==> src/rtl/cct_pkg.sv <==
package cct_pkg;
  typedef enum logic [1:0] {
    MODE_STOP     = 2'b00,
    MODE_FREE     = 2'b01,
    MODE_CLRSTART = 2'b10,
    MODE_INTERVAL = 2'b11
  } mode_e;

  typedef enum logic [1:0] {
    PRE_DIV1 = 2'b00,
    PRE_DIVA = 2'b01,
    PRE_DIVB = 2'b10,
    PRE_TRIG = 2'b11
  } pre_e;

  localparam logic [1:0] EDGE_FALL = 2'b00;
  localparam logic [1:0] EDGE_RISE = 2'b01;
  localparam logic [1:0] EDGE_BOTH = 2'b10;

  function automatic logic edge_hit(input logic [1:0] sel, input logic rise, input logic fall);
    case (sel)
      EDGE_FALL: edge_hit = fall;
      EDGE_RISE: edge_hit = rise;
      EDGE_BOTH: edge_hit = rise | fall;
      default:   edge_hit = 1'b0;
    endcase
  endfunction

  // opposite phase of the selected edge
  function automatic logic edge_hit_rev(input logic [1:0] sel, input logic rise, input logic fall);
    case (sel)
      EDGE_FALL: edge_hit_rev = rise;
      EDGE_RISE: edge_hit_rev = fall;
      EDGE_BOTH: edge_hit_rev = rise | fall;
      default:   edge_hit_rev = 1'b0;
    endcase
  endfunction
endpackage

==> src/rtl/cct_prescale.sv <==
module cct_prescale
  import cct_pkg::*;
#(
  parameter int DIVA_LOG2 = 2,
  parameter int DIVB_LOG2 = 8
) (
  input  logic       clk_i,
  input  logic       rst_ni,
  input  logic [1:0] sel_i,
  output logic       tick_o
);
  logic [DIVB_LOG2-1:0] pre_q;

  always_ff @(posedge clk_i or negedge rst_ni) begin
    if (!rst_ni) pre_q <= '0;
    else         pre_q <= pre_q + 1'b1;
  end

  always_comb begin
    case (pre_e'(sel_i))
      PRE_DIVA: tick_o = &pre_q[DIVA_LOG2-1:0];
      PRE_DIVB: tick_o = &pre_q;
      default:  tick_o = 1'b1; // div1; trigger code samples filter every cycle
    endcase
  end
endmodule

==> src/rtl/cct_edge.sv <==
module cct_edge #(
  parameter int SYNC_N = 2
) (
  input  logic clk_i,
  input  logic rst_ni,
  input  logic pin_i,
  input  logic tick_i,
  input  logic hold_i,
  input  logic gate_i,
  output logic rise_o,
  output logic fall_o
);
  logic [SYNC_N-1:0] sync_q;
  logic s1_q, s2_q, filt_q, filt_d_q;

  always_ff @(posedge clk_i or negedge rst_ni) begin
    if (!rst_ni) begin
      sync_q   <= '0;
      s1_q     <= 1'b0;
      s2_q     <= 1'b0;
      filt_q   <= 1'b0;
      filt_d_q <= 1'b0;
    end else begin
      sync_q <= {sync_q[SYNC_N-2:0], pin_i};
      if (hold_i) begin
        // before first enable: pretend the pin is low
        s1_q     <= 1'b0;
        s2_q     <= 1'b0;
        filt_q   <= 1'b0;
        filt_d_q <= 1'b0;
      end else begin
        if (tick_i) begin
          s1_q <= sync_q[SYNC_N-1];
          s2_q <= s1_q;
          if (s1_q == s2_q) filt_q <= s1_q;
        end
        filt_d_q <= filt_q;
      end
    end
  end

  assign rise_o = gate_i & filt_q & ~filt_d_q;
  assign fall_o = gate_i & ~filt_q & filt_d_q;
endmodule

==> src/rtl/cct_outctl.sv <==
module cct_outctl (
  input  logic clk_i,
  input  logic rst_ni,
  input  logic out_en_i,
  input  logic lvl_set_i,
  input  logic lvl_clr_i,
  input  logic osp_mode_i,
  input  logic inv0_i,
  input  logic inv1_i,
  input  logic match0_i,
  input  logic match1_i,
  output logic out_o
);
  logic out_q;

  always_ff @(posedge clk_i or negedge rst_ni) begin
    if (!rst_ni)                               out_q <= 1'b0;
    else if (!out_en_i)                        out_q <= 1'b0;
    else if (lvl_clr_i)                        out_q <= 1'b0;
    else if (lvl_set_i)                        out_q <= 1'b1;
    else if (osp_mode_i) begin
      if (match0_i)                            out_q <= 1'b0;
      else if (match1_i)                       out_q <= 1'b1;
    end
    else if ((inv0_i & match0_i) ^ (inv1_i & match1_i)) out_q <= ~out_q;
  end

  assign out_o = out_q;
endmodule

==> src/rtl/cct_timer.sv <==
module cct_timer
  import cct_pkg::*;
#(
  parameter int CNT_W     = 16,
  parameter int DIVA_LOG2 = 2,
  parameter int DIVB_LOG2 = 8,
  parameter int SYNC_N    = 2
) (
  input  logic             clk_i,
  input  logic             rst_ni,
  input  logic [1:0]       mode_i,
  input  logic [1:0]       prescale_i,
  input  logic             osp_en_i,
  input  logic             osp_trig_i,
  input  logic             cc0_cap_i,
  input  logic             cc1_cap_i,
  input  logic             cc0_rev_i,
  input  logic [1:0]       edge0_sel_i,
  input  logic [1:0]       edge1_sel_i,
  input  logic [CNT_W-1:0] wdata_i,
  input  logic             cc0_wr_i,
  input  logic             cc1_wr_i,
  input  logic             out_en_i,
  input  logic             inv0_i,
  input  logic             inv1_i,
  input  logic             lvl_set_i,
  input  logic             lvl_clr_i,
  input  logic             trig0_i,
  input  logic             trig1_i,
  output logic [CNT_W-1:0] cnt_o,
  output logic [CNT_W-1:0] cc0_o,
  output logic [CNT_W-1:0] cc1_o,
  output logic             tout_o,
  output logic             irq0_o,
  output logic             irq1_o
);
  localparam int NTRIG = 2;

  mode_e mode;
  assign mode = mode_e'(mode_i);

  logic             tick, run, first_q, hold;
  logic [NTRIG-1:0] trig, rise, fall;
  logic             ev0, ev0_rev, ev1;
  logic             osp_mode, osp_run_q, cnt_hold, active;
  logic             match0, match1, cap0, cap1, rev;
  logic [CNT_W-1:0] cnt_q, cc0_q, cc1_q;
  logic             irq0_q, irq1_q;

  cct_prescale #(.DIVA_LOG2(DIVA_LOG2), .DIVB_LOG2(DIVB_LOG2)) u_pre (
    .clk_i(clk_i), .rst_ni(rst_ni), .sel_i(prescale_i), .tick_o(tick)
  );

  assign run  = (mode != MODE_STOP);
  assign hold = first_q & ~run;

  always_ff @(posedge clk_i or negedge rst_ni) begin
    if (!rst_ni)  first_q <= 1'b1;
    else if (run) first_q <= 1'b0;
  end

  assign trig = {trig1_i, trig0_i};

  for (genvar g = 0; g < NTRIG; g++) begin : g_edge
    cct_edge #(.SYNC_N(SYNC_N)) u_edge (
      .clk_i(clk_i), .rst_ni(rst_ni), .pin_i(trig[g]), .tick_i(tick),
      .hold_i(hold), .gate_i(run), .rise_o(rise[g]), .fall_o(fall[g])
    );
  end

  assign ev0     = edge_hit(edge0_sel_i, rise[0], fall[0]);
  assign ev0_rev = edge_hit_rev(edge0_sel_i, rise[0], fall[0]);
  assign ev1     = edge_hit(edge1_sel_i, rise[1], fall[1]);

  assign osp_mode = (mode == MODE_FREE) & osp_en_i;
  assign cnt_hold = (pre_e'(prescale_i) == PRE_TRIG);
  assign active   = run & ~cnt_hold & (~osp_mode | osp_run_q);

  assign match0 = active & tick & ~cc0_cap_i & (cnt_q == cc0_q);
  assign match1 = active & tick & ~cc1_cap_i & (cnt_q == cc1_q);

  assign rev  = cc0_cap_i & cc0_rev_i;
  assign cap0 = cc0_cap_i & (rev ? ev0_rev : ev1);
  assign cap1 = cc1_cap_i & ev0;

  // counter
  always_ff @(posedge clk_i or negedge rst_ni) begin
    if (!rst_ni)                                    cnt_q <= '0;
    else if (!run || cnt_hold)                      cnt_q <= '0;
    else if ((mode == MODE_CLRSTART) && ev0)        cnt_q <= '0;
    else if (osp_mode && !osp_run_q)                cnt_q <= '0;
    else if (tick) begin
      if (match0 && ((mode == MODE_INTERVAL) || osp_mode)) cnt_q <= '0;
      else                                          cnt_q <= cnt_q + 1'b1;
    end
  end

  // one-shot sequencer
  always_ff @(posedge clk_i or negedge rst_ni) begin
    if (!rst_ni)                                        osp_run_q <= 1'b0;
    else if (!osp_mode || cnt_hold)                     osp_run_q <= 1'b0;
    else if (!osp_run_q && (osp_trig_i || ev0))         osp_run_q <= 1'b1;
    else if (osp_run_q && match0)                       osp_run_q <= 1'b0;
  end

  // holding registers
  always_ff @(posedge clk_i or negedge rst_ni) begin
    if (!rst_ni) begin
      cc0_q <= '0;
      cc1_q <= '0;
    end else begin
      if (cap0)                        cc0_q <= cnt_q;
      else if (cc0_wr_i && !cc0_cap_i) cc0_q <= wdata_i;
      if (cap1)                        cc1_q <= cnt_q;
      else if (cc1_wr_i && !cc1_cap_i) cc1_q <= wdata_i;
    end
  end

  // strobes; reverse-phase capture stays silent, trigger 1 then acts as plain event
  always_ff @(posedge clk_i or negedge rst_ni) begin
    if (!rst_ni) begin
      irq0_q <= 1'b0;
      irq1_q <= 1'b0;
    end else begin
      irq0_q <= match0 | (cap0 & ~rev) | (rev & ev1);
      irq1_q <= match1 | cap1;
    end
  end

  cct_outctl u_out (
    .clk_i(clk_i), .rst_ni(rst_ni), .out_en_i(out_en_i), .lvl_set_i(lvl_set_i),
    .lvl_clr_i(lvl_clr_i), .osp_mode_i(osp_mode), .inv0_i(inv0_i), .inv1_i(inv1_i),
    .match0_i(match0), .match1_i(match1), .out_o(tout_o)
  );

  assign cnt_o  = cnt_q;
  assign cc0_o  = cc0_q;
  assign cc1_o  = cc1_q;
  assign irq0_o = irq0_q;
  assign irq1_o = irq1_q;
endmodule

==> config.mk <==
export PLATFORM = sky130hd
export DESIGN_NAME = cct_timer
export DESIGN_NICKNAME = d
export VERILOG_FILES = /design/src/rtl/cct_pkg.sv /design/src/rtl/cct_prescale.sv /design/src/rtl/cct_edge.sv /design/src/rtl/cct_outctl.sv /design/src/rtl/cct_timer.sv
export SDC_FILE = /design/constraint.sdc
export NUM_CORES = 1
export LEC_CHECK = 0
export ABC_AREA = 1
export BUFFER_PORTS_ARGS = -buffer_cell sky130_fd_sc_hd__buf_2
export CORE_ASPECT_RATIO = 0.75
export CORE_UTILIZATION = 45
export CTS_BUF_LIST = sky130_fd_sc_hd__clkbuf_4
export DETAILED_ROUTE_END_ITERATION = 16
export GPL_ROUTABILITY_DRIVEN = 0
export GPL_TIMING_DRIVEN = 0
export MAX_ROUTING_LAYER = met4
export PLACE_DENSITY = 0.68
export SLEW_MARGIN = 20
export SYNTH_ARGS = -nofsm -noshare
export SYNTH_HDL_FRONTEND = slang
export SYNTH_SLANG_ARGS = --single-unit
==> constraint.sdc <==
create_clock -name clk_i -period 2 [get_ports clk_i]
set_input_delay 0.4 -clock clk_i [delete_from_list [all_inputs] [get_ports clk_i]]
set_output_delay 0.4 -clock clk_i [all_outputs]
set_load 0.1 [all_outputs]
# ---- Word-level counts from Yosys, hierarchy flattened
# Cells that the tools add are included.
dict set report classes {
  n_addsub 2
  eq_ne 16
  mux 40
  n_bitwise 42
  reduce_logical 31
}
# cell count
set ops {}
lappend ops {{$mux W16} 9}
lappend ops {{$eq A16 B16 Y1} 2}
lappend ops {{$mux W1} 27}
lappend ops {{$and A1 B1 Y1} 24}
lappend ops {{$add A16 B1 Y16 const B} 1}
lappend ops {{$eq A2 B2 Y1 const B} 6}
lappend ops {{$reduce_bool A2 Y1} 6}
lappend ops {{$not A1 Y1} 11}
lappend ops {{$pmux W1 S3} 3}
lappend ops {{$add A8 B1 Y8 const B} 1}
lappend ops {{$eq A2 B1 Y1 const B} 4}
lappend ops {{$reduce_and A2 Y1} 4}
lappend ops {{$reduce_and A8 Y1} 1}
lappend ops {{$logic_and A1 B1 Y1} 7}
lappend ops {{$ne A6 B4 Y1 const B} 1}
lappend ops {{$or A1 B1 Y1} 6}
lappend ops {{$logic_not A1 Y1} 5}
lappend ops {{$ne A5 B1 Y1 const B} 1}
lappend ops {{$logic_not A2 Y1} 2}
lappend ops {{$logic_or A1 B1 Y1} 4}
lappend ops {{$reduce_bool A4 Y1} 1}
lappend ops {{$reduce_bool A3 Y1} 1}
lappend ops {{$eq A1 B1 Y1} 2}
lappend ops {{$pmux W1 S2} 1}
lappend ops {{$xor A1 B1 Y1} 1}
dict set report totals {
  regBits 73
  out_inout_bits 51
}

# ---- Depth between registers and ports, before layout
dict set report logic_depth {
  depth_word 15
  ltp_mapped 15
  depth_no_buf 14
}

# ---- Hierarchy
# A second synthesis with hierarchy kept.
dict set report hier_totals {
  hier_cells 638
  area_unflattened_um2 4520.6
}
# mod instances cells_per_inst area_each_um2
set by_module_without_submodules {}
lappend by_module_without_submodules {cct_timer 1 517 3515.9}
lappend by_module_without_submodules {cct_edge 2 26 246.5}
lappend by_module_without_submodules {cct_prescale 1 46 394.1}
lappend by_module_without_submodules {cct_outctl 1 23 117.6}

# ---- Worst setup path before layout
# No wires, ideal clock.
dict set report synth_timing {
  path_kind {reg-to-reg}
  start {register cnt_q[13] (netlist: cnt_o[13])}
  end {register cnt_q[1] (netlist: cnt_o[1])}
  setup_ns 0.121
  arrival_ns 2.209
  slack_ns -0.330
  path_stages_with_launch 14
  period_less_slack_ns 2.330
  cell_sequence {dfrtp_1 -> clkbuf_2 -> inv_2 -> nand2_1 -> nand2_1 -> inv_1 -> nand3_1 -> nor2_2 -> nand4_2 -> or2_4 -> nand2_4 -> inv_2 -> nand2_1 -> o21ai_1}
}
dict set report synth_via {
  elab_chain_cells 8
}
# item line_no
set synth_rtl {}
lappend synth_rtl {{from (decl)} cct_timer.sv:47} ;# logic [CNT_W-1:0] cnt_q, cc0_q, cc1_q;
lappend synth_rtl {{from (signal assigned)} cct_timer.sv:94} ;# else cnt_q <= cnt_q + 1'b1;
lappend synth_rtl {{$eq A16 B16 Y1} cct_timer.sv:79} ;# assign match0 = active & tick & ~cc0_cap_i & (cnt_q == cc0_q);
lappend synth_rtl {{$and A1 B1 Y1} cct_timer.sv:79}
lappend synth_rtl {{$logic_and A1 B1 Y1} cct_timer.sv:93} ;# if (match0 && ((mode == MODE_INTERVAL) || osp_mode)) cnt_q <= '0;
lappend synth_rtl {{$mux W16} cct_timer.sv:93}
lappend synth_rtl {{$mux W16} cct_timer.sv:92} ;# else if (tick) begin
lappend synth_rtl {{$mux W16} cct_timer.sv:91} ;# else if (osp_mode && !osp_run_q) cnt_q <= '0;
lappend synth_rtl {{$mux W16} cct_timer.sv:90} ;# else if ((mode == MODE_CLRSTART) && ev0) cnt_q <= '0;
lappend synth_rtl {{$mux W16} cct_timer.sv:89} ;# else if (!run || cnt_hold) cnt_q <= '0;
# Every way passes these cells. The select of a mux whose other input is x is not followed.
# A chain may end at the register's enable or synchronous reset.

# ---- Worst setup path after layout
dict set report layout_timing {
  start {register cnt_q[1] (netlist: cnt_o[1])}
  end {register cnt_q[14] (netlist: cnt_o[14])}
}
dict set report layout_via {
  elab_chain_cells 8
}
# item line_no
set layout_rtl {}
lappend layout_rtl {{parallel branches: the longest is 3 deep, another holds $add A16 B1 Y16} -}
lappend layout_rtl {{$mux W16 (*)} cct_timer.sv:93}
lappend layout_rtl {{$mux W16 (*)} cct_timer.sv:92}
lappend layout_rtl {{$mux W16 (*)} cct_timer.sv:91}
lappend layout_rtl {{$mux W16 (*)} cct_timer.sv:90}
lappend layout_rtl {{$mux W16 (*)} cct_timer.sv:89}
# Mark *: on every way between the ends. The select of a mux whose other input is x is not followed.

==> flow_metrics.tcl <==
set metrics [dict create \
    antenna_found_initial 0 \
    p_total_mw 4.66 \
    drt-wirelength-per-cell_microns 14.6 \
    synth.area.top_cells "dfrtp_1 (41%), nand2_1 (16%), inv_1 (7.7%)" \
    synth_warnings 0 \
    crit_fanout 3 \
    cap_violations 0 \
    hold_ws_ps 73.8 \
    instances_no_fill 826 \
    cts-htree-levels 3 \
    areaGrowthSynthToFinish_pct 20.6 \
    root_buffer "clkbuf_4" \
    grt_pass1_vias 4077 \
    dieArea_sq_um 10100 \
    track_usage_pct 26.7 \
    ir_worst_vdd_uv 599 \
    clock.fmax_mhz 512 \
    syn-num-nets 637 \
    nets 738 \
    cts_buffers 9 \
    cp-end-kind "flip-flop" \
    syn_area_sq_um 4380 \
    synth_xor_area_share_pct 4.80 \
    wirelength_microns 12100 \
    synth_area_leader_cell "dfrtp_1" \
    hold_violations 0 \
    clk_pin_slew_ps 130 \
    skew_ps 20.5 \
    fillers 956 \
    period_needed_ps 1950 \
    synth_top_family_by_area "simple AND/OR/NAND/NOR gates" \
    grt_max_degree 42 \
    clock_latency_ps 440 \
    crit_required_ps 2370 \
    antenna_cells 0 \
    port_buffers 90 \
    setup-tns-final_ps 0 \
    slew_headroom_pct 55.2 \
    cts_num_sinks 73 \
    critPathKind "flip-flop to flip-flop" \
    dp_cells 811 \
    status "complete, no violations" \
    p_leak_nw 2.70 \
    grt_first_pass_wirelength_microns 19700 \
    fin_util_pct 57.2 \
    dp_hpwl_microns 9050 \
    synth-seq-cells 73 \
    critPathArrivalTime_ps 2320 \
    ys_types 40 \
    rows 30 \
    rsz0062_at_grt "true" \
    startpoint "cnt_o[1]" \
    synth.top_cell.area_share_pct 41.1 \
    drtIter0Drc 277 \
    vias_per_cell 5.06 \
    yosys.area_share.simple_pct 30.7 \
    min_from "trig0_i" \
    initial_core_util_pct 47.5 \
    yosysSeqAreaShare_pct 41.7 \
    drive_above_1_share_pct 29.5 \
    drv_slew 0 \
    die_h_microns 87.5 \
    r2r-start "cnt_o[1]" \
    die_w_microns 116 \
    min_period_over_period_pct 97.7 \
    hold_class "primary input to flip-flop" \
    power.density_nw_per_um2 882 \
    cts_tree "built" \
    synthCells 592 \
    dr_total_vias 4181 \
    syn_avg_cell_area_sq_um 7.40 \
    ios 91 \
    setup_viol 0 \
    core_sq_um 9230 \
    synth_compound_area_share_pct 9.88 \
    overflow 0 \
    startpoint_type "flip-flop" \
    synth.area.mux_share_pct 0.228 \
    synth_fa_ha_area_share_pct 1.43 \
    drc 0 \
    firstDrtPassIters 5 \
    clk_path_buf_depth 2 \
    worst_slew_pin_slew_ps 671 \
    ant_nets 0 \
]
power by group:
part	internal [mW]	switching [mW]	leakage (nW)
Clock	0.290	0.528	0.0647
Combinational	0.427	1.61	1.75
Sequential	1.66	0.142	0.878
Total	2.38	2.28	2.70
area by class of cell:
cell class                 instances  area [sq um]  area share [%]
sequential                        73          1890            35.8
inverter                          99           372            7.03
timing repair buffer              95           505            9.57
buffer                            18          97.6            1.85
tap                              128           160            3.03
clock inverter                     4          21.3           0.403
clock buffer                      12          90.1            1.70
multi-input combinational        397          2150            40.6
Yosys cell counts, drive strengths merged:
cell type and count:
xor2 14, ha 5, clkbuf 6, nand3 32, nor3 9, a22oi 1
dfrtp 72, or2 1, mux2i 1, nor4 6, nor2 57, nor4b 1
nor3b 2, o31ai 1, nand4 5, buf 17, nand2 193, inv 99
o221ai 32, a21oi 8, o22ai 3, xnor2 10, dfstp 1, o21ai 15
and3 1
metrics by stage:
step	cell area (sq um)	setup slack (ps)
after floorplan	4450	5.47
after global placement	5060	-197
after detailed placement	5080	-95.2
after CTS	5250	22.9
after global routing	5280	-46.7
final	5280	45.7
logic make-up after synthesis:
group	after synthesis
AOI/OAI and AO/OA	60
xor gates and xnor gates	24
adders and majority gates	5
buffers and inverters	122
DFF	73
muxes	1
and+or+nand+nor	307
worst max-delay path: stages, from the launching register on:
cell and delay [ps]:
dfrtp_4 440, ha_2 190, nand2_1 100, nor2_4 140, nand2_2 90, nor4_4 300
nand2_1 150, nor2_2 120, nand2_1 80, xor2_1 140, o21ai_1 110
layout by cell type, fill, tap and decap left out, types with 2 or more instances in the layout:
cell	Yosys	final
nor3_2	2	2
a21oi_1	8	7
nand2_4	4	3
clkbuf_1	4	3
o21ai_1	2	2
xor2_1	14	14
o21ai_0	12	12
clkbuf_4	0	12
buf_4	2	6
xnor2_1	10	10
clkbuf_2	2	2
nor2_1	53	48
o221ai_1	32	32
nor2_2	4	7
nand2_2	3	3
o22ai_1	3	3
buf_2	14	99
inv_1	90	86
nor4_4	1	2
nand2_8	0	2
nor2_4	0	2
nor4_1	4	4
clkinv_2	0	2
dfrtp_4	0	6
nand4_1	4	4
dfrtp_1	72	33
nand3_1	31	31
ha_1	5	3
inv_2	9	13
dfrtp_2	0	33
nor3_1	7	7
nand2_1	186	185
routing by layer:
metal / wire, microns / up-vias / GRT usage (%)
li1: - / 2087 / -
met1: 5770 / 1959 / 35.5
met2: 5440 / 119 / 40.4
met3: 704 / 16 / 5.92
met4: 167 / 0 / 8.62
met5: 0 / - / -
timing repair:
action | in CTS | in global routing
buffers inserted | 2 | 1
pin swaps | 2 | 5
endpoints found under the hold margin | 31 | 0
setup endpoints to repair | 16 | 27
resized for setup | 5 | 18
hold buffers | 1 | 0
sequential cells by signal, indices dropped and copies added (netlist names):
name / count
g_edge.u_edge.sync_q: 4
irq0_o: 1
cnt_o: 16
g_edge.u_edge.filt_d_q: 2
cc0_o: 16
u_pre.pre_q: 8
cc1_o: 16
u_out.out_o: 1
osp_run_q: 1
irq1_o: 1
first_q: 1
g_edge.u_edge.filt_q: 2
g_edge.u_edge.s1_q: 2
g_edge.u_edge.s2_q: 2
worst paths after layout:
kind	to	slack, ps	cells after the start
min	g_edge[0].u_edge.sync_q[0]	70	1
min in group asynchronous	g_edge[1].u_edge.filt_q	430	2
min reg2reg	g_edge[1].u_edge.sync_q[1]	360	0
max reg2reg	cnt_o[14]	50	10
max	cnt_o[14]	50	10
max in group asynchronous	cnt_o[10]	950	3
(Power assumes the default switching activity.)
